$ cat config.mk
export PLATFORM = sky130hd
export DESIGN_NAME = rgb_pwm_axil
export DESIGN_NICKNAME = d
export VERILOG_FILES = /design/src/rtl/rgbpwm_pkg.sv /design/src/rtl/rgbpwm_axil_slave.sv /design/src/rtl/rgbpwm_regfile.sv /design/src/rtl/rgbpwm_tick_gen.sv /design/src/rtl/rgbpwm_channel.sv /design/src/rtl/rgb_pwm_axil.sv
export SDC_FILE = /design/constraint.sdc
export NUM_CORES = 1
export LEC_CHECK = 0
export BUFFER_PORTS_ARGS = -buffer_cell sky130_fd_sc_hd__buf_4
export CORE_MARGIN = 4
export CORE_UTILIZATION = 35
export CTS_BUF_LIST = sky130_fd_sc_hd__clkbuf_4 sky130_fd_sc_hd__clkbuf_8
export DETAILED_ROUTE_END_ITERATION = 10
export PLACE_DENSITY = 0.54
export SLEW_MARGIN = 20
export SYNTH_ARGS = -nofsm -noshare
export SYNTH_HDL_FRONTEND = slang
export SYNTH_HIERARCHICAL = 1
export SYNTH_SLANG_ARGS = --single-unit
$ cat constraint.sdc
create_clock -name clk -period 2 [get_ports clk]
set_input_delay 0.1 -clock clk [delete_from_list [all_inputs] [get_ports clk]]
set_output_delay 0.1 -clock clk [all_outputs]
set_load 0.02 [all_outputs]
$ cat src/rtl/rgbpwm_pkg.sv
package rgbpwm_pkg;
    localparam int NUM_CH   = 3;
    localparam int DUTY_W   = 10;
    localparam int SEL_W    = 4;
    localparam int ADDR_W   = 5;
    localparam int DATA_W   = 32;
    localparam int STRB_W   = DATA_W / 8;
    localparam int IDX_W    = ADDR_W - 2;

    // word indices; index = byte offset / 4
    localparam logic [IDX_W-1:0] IDX_DUTY0 = 3'd0;
    localparam logic [IDX_W-1:0] IDX_ENA   = 3'd3;
    localparam logic [IDX_W-1:0] IDX_DIV   = 3'd4;
    localparam logic [IDX_W-1:0] IDX_WIN   = 3'd5;

    localparam logic [DUTY_W-1:0] WIN_FULL = {DUTY_W{1'b1}};

    typedef enum logic [2:0] {
        AX_IDLE,
        AX_HAVE_ADDR,
        AX_HAVE_DATA,
        AX_WRESP,
        AX_RDATA
    } ax_state_e;

    typedef struct packed {
        logic                 en;
        logic [IDX_W-1:0]     idx;
        logic                 aligned;
        logic [15:0]          data;
        logic [1:0]           strb;
    } wr_req_t;
endpackage

$ cat src/rtl/rgbpwm_axil_slave.sv
module rgbpwm_axil_slave
    import rgbpwm_pkg::*;
(
    input  logic              clk,
    input  logic              rst_n,
    input  logic [ADDR_W-1:0] awaddr,
    input  logic              awvalid,
    output logic              awready,
    input  logic [DATA_W-1:0] wdata,
    input  logic [STRB_W-1:0] wstrb,
    input  logic              wvalid,
    output logic              wready,
    output logic [1:0]        bresp,
    output logic              bvalid,
    input  logic              bready,
    input  logic [ADDR_W-1:0] araddr,
    input  logic              arvalid,
    output logic              arready,
    output logic [DATA_W-1:0] rdata,
    output logic [1:0]        rresp,
    output logic              rvalid,
    input  logic              rready,
    output wr_req_t           wr,
    output logic [ADDR_W-1:0] rd_addr,
    input  logic [DATA_W-1:0] rd_data
);
    ax_state_e state_q, state_d;
    logic [ADDR_W-1:0] awaddr_q;
    logic [DATA_W-1:0] wdata_q;
    logic [STRB_W-1:0] wstrb_q;
    logic [DATA_W-1:0] rdata_q;
    logic              ar_take;
    logic [ADDR_W-1:0] wr_addr;
    logic [DATA_W-1:0] wr_data;
    logic [STRB_W-1:0] wr_strb;

    // state register
    always_ff @(posedge clk) begin
        if (!rst_n) state_q <= AX_IDLE;
        else        state_q <= state_d;
    end

    // next state
    always_comb begin
        state_d = state_q;
        unique case (state_q)
            AX_IDLE: begin
                if (awvalid && wvalid) state_d = AX_WRESP;
                else if (awvalid)      state_d = AX_HAVE_ADDR;
                else if (wvalid)       state_d = AX_HAVE_DATA;
                else if (arvalid)      state_d = AX_RDATA;
            end
            AX_HAVE_ADDR: if (wvalid)  state_d = AX_WRESP;
            AX_HAVE_DATA: if (awvalid) state_d = AX_WRESP;
            AX_WRESP:     if (bready)  state_d = AX_IDLE;
            AX_RDATA:     if (rready)  state_d = AX_IDLE;
            default:                   state_d = AX_IDLE;
        endcase
    end

    // outputs
    always_comb begin
        awready = 1'b0;
        wready  = 1'b0;
        arready = 1'b0;
        bvalid  = 1'b0;
        rvalid  = 1'b0;
        wr.en   = 1'b0;
        unique case (state_q)
            AX_IDLE: begin
                awready = 1'b1;
                wready  = 1'b1;
                arready = !awvalid && !wvalid;
                wr.en   = awvalid && wvalid;
            end
            AX_HAVE_ADDR: begin
                wready = 1'b1;
                wr.en  = wvalid;
            end
            AX_HAVE_DATA: begin
                awready = 1'b1;
                wr.en   = awvalid;
            end
            AX_WRESP: bvalid = 1'b1;
            AX_RDATA: rvalid = 1'b1;
            default: ;
        endcase
    end

    assign ar_take = arready && arvalid;
    assign wr_addr = (state_q == AX_HAVE_ADDR) ? awaddr_q : awaddr;
    assign wr_data = (state_q == AX_HAVE_DATA) ? wdata_q : wdata;
    assign wr_strb = (state_q == AX_HAVE_DATA) ? wstrb_q : wstrb;

    assign wr.idx     = wr_addr[ADDR_W-1:2];
    assign wr.aligned = (wr_addr[1:0] == 2'b00);
    assign wr.data    = wr_data[15:0];
    assign wr.strb    = wr_strb[1:0];

    always_ff @(posedge clk) begin
        if (!rst_n) begin
            awaddr_q <= '0;
            wdata_q  <= '0;
            wstrb_q  <= '0;
            rdata_q  <= '0;
        end else begin
            if (awvalid && awready) awaddr_q <= awaddr;
            if (wvalid && wready) begin
                wdata_q <= wdata;
                wstrb_q <= wstrb;
            end
            if (ar_take) rdata_q <= rd_data;
        end
    end

    assign rd_addr = araddr;
    assign rdata   = rdata_q;
    assign bresp   = 2'b00;
    assign rresp   = 2'b00;

    a_r9_bvalid_hold: assert property (@(posedge clk) disable iff (!rst_n)
        bvalid && !bready |=> bvalid);
    a_r9_resp_after_data: assert property (@(posedge clk) disable iff (!rst_n)
        $rose(bvalid) |-> $past(wvalid && wready) || $past(awvalid && awready));
    a_r10_rdata_hold: assert property (@(posedge clk) disable iff (!rst_n)
        rvalid && !rready |=> rvalid && $stable(rdata));
    a_r10_rvalid_next: assert property (@(posedge clk) disable iff (!rst_n)
        arvalid && arready |=> rvalid);
endmodule

$ cat src/rtl/rgbpwm_regfile.sv
module rgbpwm_regfile
    import rgbpwm_pkg::*;
(
    input  logic                          clk,
    input  logic                          rst_n,
    input  wr_req_t                       wr,
    input  logic [ADDR_W-1:0]             rd_addr,
    output logic [DATA_W-1:0]             rd_data,
    output logic [NUM_CH-1:0][DUTY_W-1:0] duty,
    output logic [NUM_CH-1:0]             ena,
    output logic [SEL_W-1:0]              div_sel,
    output logic [DUTY_W-1:0]             win_lim
);
    logic [IDX_W-1:0] rd_idx;

    function automatic logic [DUTY_W-1:0] merge10(input logic [DUTY_W-1:0] old,
                                                 input logic [15:0] d,
                                                 input logic [1:0] s);
        logic [15:0] r;
        r = {6'b0, old};
        if (s[0]) r[7:0]  = d[7:0];
        if (s[1]) r[15:8] = d[15:8];
        return r[DUTY_W-1:0];
    endfunction

    for (genvar c = 0; c < NUM_CH; c++) begin : g_duty
        always_ff @(posedge clk) begin
            if (!rst_n) duty[c] <= '0;
            else if (wr.en && wr.aligned && wr.idx == IDX_DUTY0 + IDX_W'(c))
                duty[c] <= merge10(duty[c], wr.data, wr.strb);
        end
    end

    always_ff @(posedge clk) begin
        if (!rst_n) begin
            ena     <= '0;
            div_sel <= '0;
            win_lim <= WIN_FULL;
        end else if (wr.en && wr.aligned && wr.strb[0]) begin
            if (wr.idx == IDX_ENA) ena     <= wr.data[NUM_CH-1:0];
            if (wr.idx == IDX_DIV) div_sel <= wr.data[SEL_W-1:0];
            if (wr.en && wr.idx == IDX_WIN) win_lim <= merge10(win_lim, wr.data, wr.strb);
        end else if (wr.en && wr.aligned && wr.idx == IDX_WIN) begin
            win_lim <= merge10(win_lim, wr.data, wr.strb);
        end
    end

    assign rd_idx = rd_addr[ADDR_W-1:2];

    always_comb begin
        rd_data = '0;
        if (rd_addr[1:0] == 2'b00) begin
            unique case (rd_idx)
                3'd0, 3'd1, 3'd2: rd_data[DUTY_W-1:0] = duty[rd_idx[1:0]];
                IDX_ENA: rd_data[NUM_CH-1:0] = ena;
                IDX_DIV: rd_data[SEL_W-1:0]  = div_sel;
                IDX_WIN: rd_data[DUTY_W-1:0] = win_lim;
                default: rd_data = '0;
            endcase
        end
    end

    a_r7_ignored_offset: assert property (@(posedge clk) disable iff (!rst_n)
        wr.en && wr.idx > IDX_WIN |=> $stable(duty) && $stable(ena) && $stable(div_sel) && $stable(win_lim));
endmodule

$ cat src/rtl/rgbpwm_tick_gen.sv
module rgbpwm_tick_gen
    import rgbpwm_pkg::*;
(
    input  logic             clk,
    input  logic             rst_n,
    input  logic [SEL_W-1:0] sel,
    output logic             tick
);
    localparam int CNT_W = 1 << SEL_W;
    logic [CNT_W-1:0] cnt_q;
    logic [CNT_W-1:0] mask;

    always_ff @(posedge clk) begin
        if (!rst_n) cnt_q <= '0;
        else        cnt_q <= cnt_q + 1'b1;
    end

    assign mask = {CNT_W{1'b1}} >> (CNT_W - 1 - int'(sel));
    assign tick = (cnt_q & mask) == mask;
endmodule

$ cat src/rtl/rgbpwm_channel.sv
module rgbpwm_channel
    import rgbpwm_pkg::*;
(
    input  logic              clk,
    input  logic              rst_n,
    input  logic              tick,
    input  logic              en,
    input  logic [DUTY_W-1:0] duty,
    input  logic [DUTY_W-1:0] win_lim,
    output logic              pwm
);
    logic [DUTY_W-1:0] pos_q;

    always_ff @(posedge clk) begin
        if (!rst_n) begin
            pos_q <= '0;
            pwm   <= 1'b0;
        end else begin
            if (tick) pos_q <= (pos_q >= win_lim) ? '0 : pos_q + 1'b1;
            pwm <= en && (pos_q < duty);
        end
    end

    a_r3_disabled_low: assert property (@(posedge clk) disable iff (!rst_n)
        !en |=> !pwm);
    a_r4_zero_duty_low: assert property (@(posedge clk) disable iff (!rst_n)
        duty == '0 |=> !pwm);
endmodule

$ cat src/rtl/rgb_pwm_axil.sv
module rgb_pwm_axil
    import rgbpwm_pkg::*;
(
    input  logic              clk,
    input  logic              rst_n,
    input  logic [ADDR_W-1:0] s_awaddr,
    input  logic              s_awvalid,
    output logic              s_awready,
    input  logic [DATA_W-1:0] s_wdata,
    input  logic [STRB_W-1:0] s_wstrb,
    input  logic              s_wvalid,
    output logic              s_wready,
    output logic [1:0]        s_bresp,
    output logic              s_bvalid,
    input  logic              s_bready,
    input  logic [ADDR_W-1:0] s_araddr,
    input  logic              s_arvalid,
    output logic              s_arready,
    output logic [DATA_W-1:0] s_rdata,
    output logic [1:0]        s_rresp,
    output logic              s_rvalid,
    input  logic              s_rready,
    output logic [NUM_CH-1:0] pwm_o
);
    wr_req_t                       wr;
    logic [ADDR_W-1:0]             rd_addr;
    logic [DATA_W-1:0]             rd_data;
    logic [NUM_CH-1:0][DUTY_W-1:0] duty;
    logic [NUM_CH-1:0]             ena;
    logic [SEL_W-1:0]              div_sel;
    logic [DUTY_W-1:0]             win_lim;

    rgbpwm_axil_slave u_bus (
        .clk(clk), .rst_n(rst_n),
        .awaddr(s_awaddr), .awvalid(s_awvalid), .awready(s_awready),
        .wdata(s_wdata), .wstrb(s_wstrb), .wvalid(s_wvalid), .wready(s_wready),
        .bresp(s_bresp), .bvalid(s_bvalid), .bready(s_bready),
        .araddr(s_araddr), .arvalid(s_arvalid), .arready(s_arready),
        .rdata(s_rdata), .rresp(s_rresp), .rvalid(s_rvalid), .rready(s_rready),
        .wr(wr), .rd_addr(rd_addr), .rd_data(rd_data)
    );

    rgbpwm_regfile u_regs (
        .clk(clk), .rst_n(rst_n), .wr(wr),
        .rd_addr(rd_addr), .rd_data(rd_data),
        .duty(duty), .ena(ena), .div_sel(div_sel), .win_lim(win_lim)
    );

    // channel 0 takes the programmable timing, the rest run fixed
    for (genvar c = 0; c < NUM_CH; c++) begin : g_ch
        logic             tick;
        logic [SEL_W-1:0] sel_c;
        logic [DUTY_W-1:0] lim_c;
        if (c == 0) begin : g_prog
            assign sel_c = div_sel;
            assign lim_c = win_lim;
        end else begin : g_fixed
            assign sel_c = '0;
            assign lim_c = WIN_FULL;
        end
        rgbpwm_tick_gen u_tick (
            .clk(clk), .rst_n(rst_n), .sel(sel_c), .tick(tick)
        );
        rgbpwm_channel u_pwm (
            .clk(clk), .rst_n(rst_n), .tick(tick), .en(ena[c]),
            .duty(duty[c]), .win_lim(lim_c), .pwm(pwm_o[c])
        );
    end
endmodule

==> summary.txt <==
Cells and area
  – Share of layout cells above drive strength 1: 19.68%
  – Nets: 1526
  – Register Area: 3611 µm²
  – P&R area growth vs syn: 22.19%
  – Final instance area: 12680 µm²
  – Commonest non-fill, non-tap cell in the layout: dfxtp_1
  – Fill cells: 2889
  – Layout Utilization: 43.81%
  – Area occupied by multi-input gates: 6633 µm²
  – Antenna Cells: 0
  – Most frequent cells in the layout: dfxtp_1, nand2_1, buf_4, nand3_1, conb_1

Pwr
  – Worst VDD drop: 0.0004143 V
  – PD cells: 609.5 nW/µm²
  – Power, Total: 0.007727 W
  – Leakage: 5.147 nW

Placed design
  – Post-DP HPWL: 18830 µm
  – IO buf count: 68
  – DP Worst Slack: -0.08176 ns
  – Final GP Congestion: 0.8081
  – Placement Cell Area: 11610 µm²

Die
  – Die width: 180.2 µm
  – Core Rows: 62
  – Starting Density: 35.86%
  – Ports: 97
  – Die area: 32460 µm²
  – Core Footprint: 28940 µm²
  – Die Ht: 180.2 µm

Flow run
  – Maxcap violations: 0

Critical path
  – Reg-to-reg setup timing slack: -0.03 ns
  – Worst r2r dst: u_regs/duty[10]$_SDFFE_PN0P_
  – Worst endpoint data arrival time: 2.43 ns
  – Critical Path Start Type: flip-flop
  – Crit path max fanout: 13
  – Worst setup path category: reg2reg
  – CP required: 2.40 ns
  – Crit end category: flip-flop
  – Worst r2r src: u_bus/state_q[0]$_SDFFE_PN0P_
  – Worst reg2reg path depth: 7

Route
  – Avg Vias per Cell: 4.929
  – Met2 wire len: 12150 µm
  – DR WL/cell: 14.50 µm
  – Top routing layer used: met4
  – DRT Pass-1 Iters: 5
  – Post-DRT Antenna Nets: 0
  – Initial drt markers: 466
  – DRC: 0
  – Metal3 WL: 1123 µm
  – Routed met1 length: 12440 µm
  – DRT Wirelength: 26200 µm
  – Via count: 8906

Timing
  – RSZ-0062 raised after global routing: yes
  – Fin. max-slew vios: 0
  – Period minus WS final: 2.035 ns
  – Total negative slack: -0.2019 ns
  – Max Clk Rate: 0.4915 GHz
  – Relative slew slack: 49.70%
  – Final setup vio count: 13
  – Clock skew: 0.01725 ns
  – Tcrit/Tclk final: 101.7%
  – Worst slew pin tran: 0.7534 ns
  – Fin. Hold Viols: 0
  – Worst Setup Slack, final: -0.03457 ns

Global routing
  – Number of global-route vias before repair: 8272
  – Total GRT Usage: 15.57%
  – First-pass GRT wire length: 42590 µm
  – GRT Residual Overflow: 0
  – Antenna violations before repair: 0
  – Largest net degree at the start of global routing: 77

Clock network
  – CTS buffer count: 17
  – CTS tree: yes
  – Clk pin slew, worst setup/hold paths: 0.09 ns
  – CTS sink count: 180
  – Clock Latency Late Sink: 0.47 ns
  – Root Driver: clkbuf_8
  – # H-tree levels: 4
  – Max Root-Sink Buffers: 2

Synth
  – Warnings from Yosys: 6
  – Syn Inst Count: 1236
  – Syn Std Cell Area: 10370 µm²
  – Mean Syn Cell Area: 8.394 µm²

Outcome
  – Failing checks: setup timing
  – Status: complete, but fails checks

Min path
  – Hold path start: s_araddr[0]
  – Worst Hold End: u_bus/rdata[1]$_SDFFE_PN0P_
  – Worst Hold Path Cells: 5
  – Worst Hold Class: in2reg
-- registers in the layout, indices dropped and copies added, names as in the netlist --
name and cells:
u_bus/rdata 32, u_bus/awaddr_q 5, u_bus/wstrb_q 2, g_ch.u_pwm/pwm 3, u_regs/duty 30, u_regs/div_sel 4
u_regs/ena 3, u_bus/state_q 3, g_ch.u_pwm/pos_q 30, u_bus/wdata_q 10, u_regs/win_lim 10, g_ch.u_tick/cnt_q 48
-- worst max-delay path by stage --
stage / startpoint / to / slack (ns) / depth (start not counted)
after floorplan: u_bus/state_q[0]$_SDFFE_PN0P_ / u_regs/duty[0]$_SDFFE_PN0P_ / -0.08 / 9
after global placement: u_regs/div_sel[0]$_SDFFE_PN0P_ / g_ch[0].u_pwm/pos_q[8]$_SDFFE_PN0P_ / -0.04 / 11
after detailed placement: u_regs/div_sel[0]$_SDFFE_PN0P_ / g_ch[0].u_pwm/pos_q[9]$_SDFFE_PN0P_ / -0.08 / 10
after CTS: u_regs/div_sel[1]$_SDFFE_PN0P_ / g_ch[0].u_pwm/pos_q[9]$_SDFFE_PN0P_ / -0.02 / 11
after global routing: u_bus/state_q[0]$_SDFFE_PN0P_ / u_regs/duty[20]$_SDFFE_PN0P_ / -0.15 / 7
final: u_bus/state_q[0]$_SDFFE_PN0P_ / u_regs/duty[10]$_SDFFE_PN0P_ / -0.03 / 7
-- what timing repair did --
action                                  CTS  global route
gates resized for setup                   7            74
endpoints found under the setup margin   37            54
hold buffers                             21             0
hold endpoints to repair                 29             0
pin swaps                                 0            32
gates cloned                              0             3
setup buffers                             1            12
-- final cells by class --
cell class / count / share of cell area (%)
well taps: 384 / 3.790
flip-flops and latches: 180 / 28.48
clock buffers: 19 / 1.964
clock inverters: 13 / 1.056
inverters: 69 / 2.092
repair buffers: 152 / 10.29
multi-input cells: 990 / 52.32
-- power breakdown --
part	internal (W)	switching, W	total, W
logic	0.000599	0.000877	0.00148
registers	0.00367	0.0000751	0.00375
clock network	0.00113	0.00137	0.00250
-- metrics by stage --
stage          hold slack, ns  instances
4_1_cts               0.08938       1792
6_report               0.1115       1807
5_1_grt                0.1369       1807
3_3_place_gp           0.3674       1738
2_1_floorplan          0.2217       1321
3_5_place_dp           0.3730       1738
-- critical path: stages, from the launching register on --
cell and delay [ns]:
dfxtp_2 0.36, inv_4 0.05, nor3_4 0.35, mux2_4 0.36, and4b_4 0.41, clkbuf_16 0.19
nand3_1 0.09, a21oi_1 0.15
-- layer usage --
layer / up-vias / track usage [%]
met1: 4154 / 20.75
met3: 33 / 3.573
met2: 147 / 25.25
met5: - / 0
met4: 0 / 4.688
li1: 4572 / -
(Power assumes the default switching activity.)
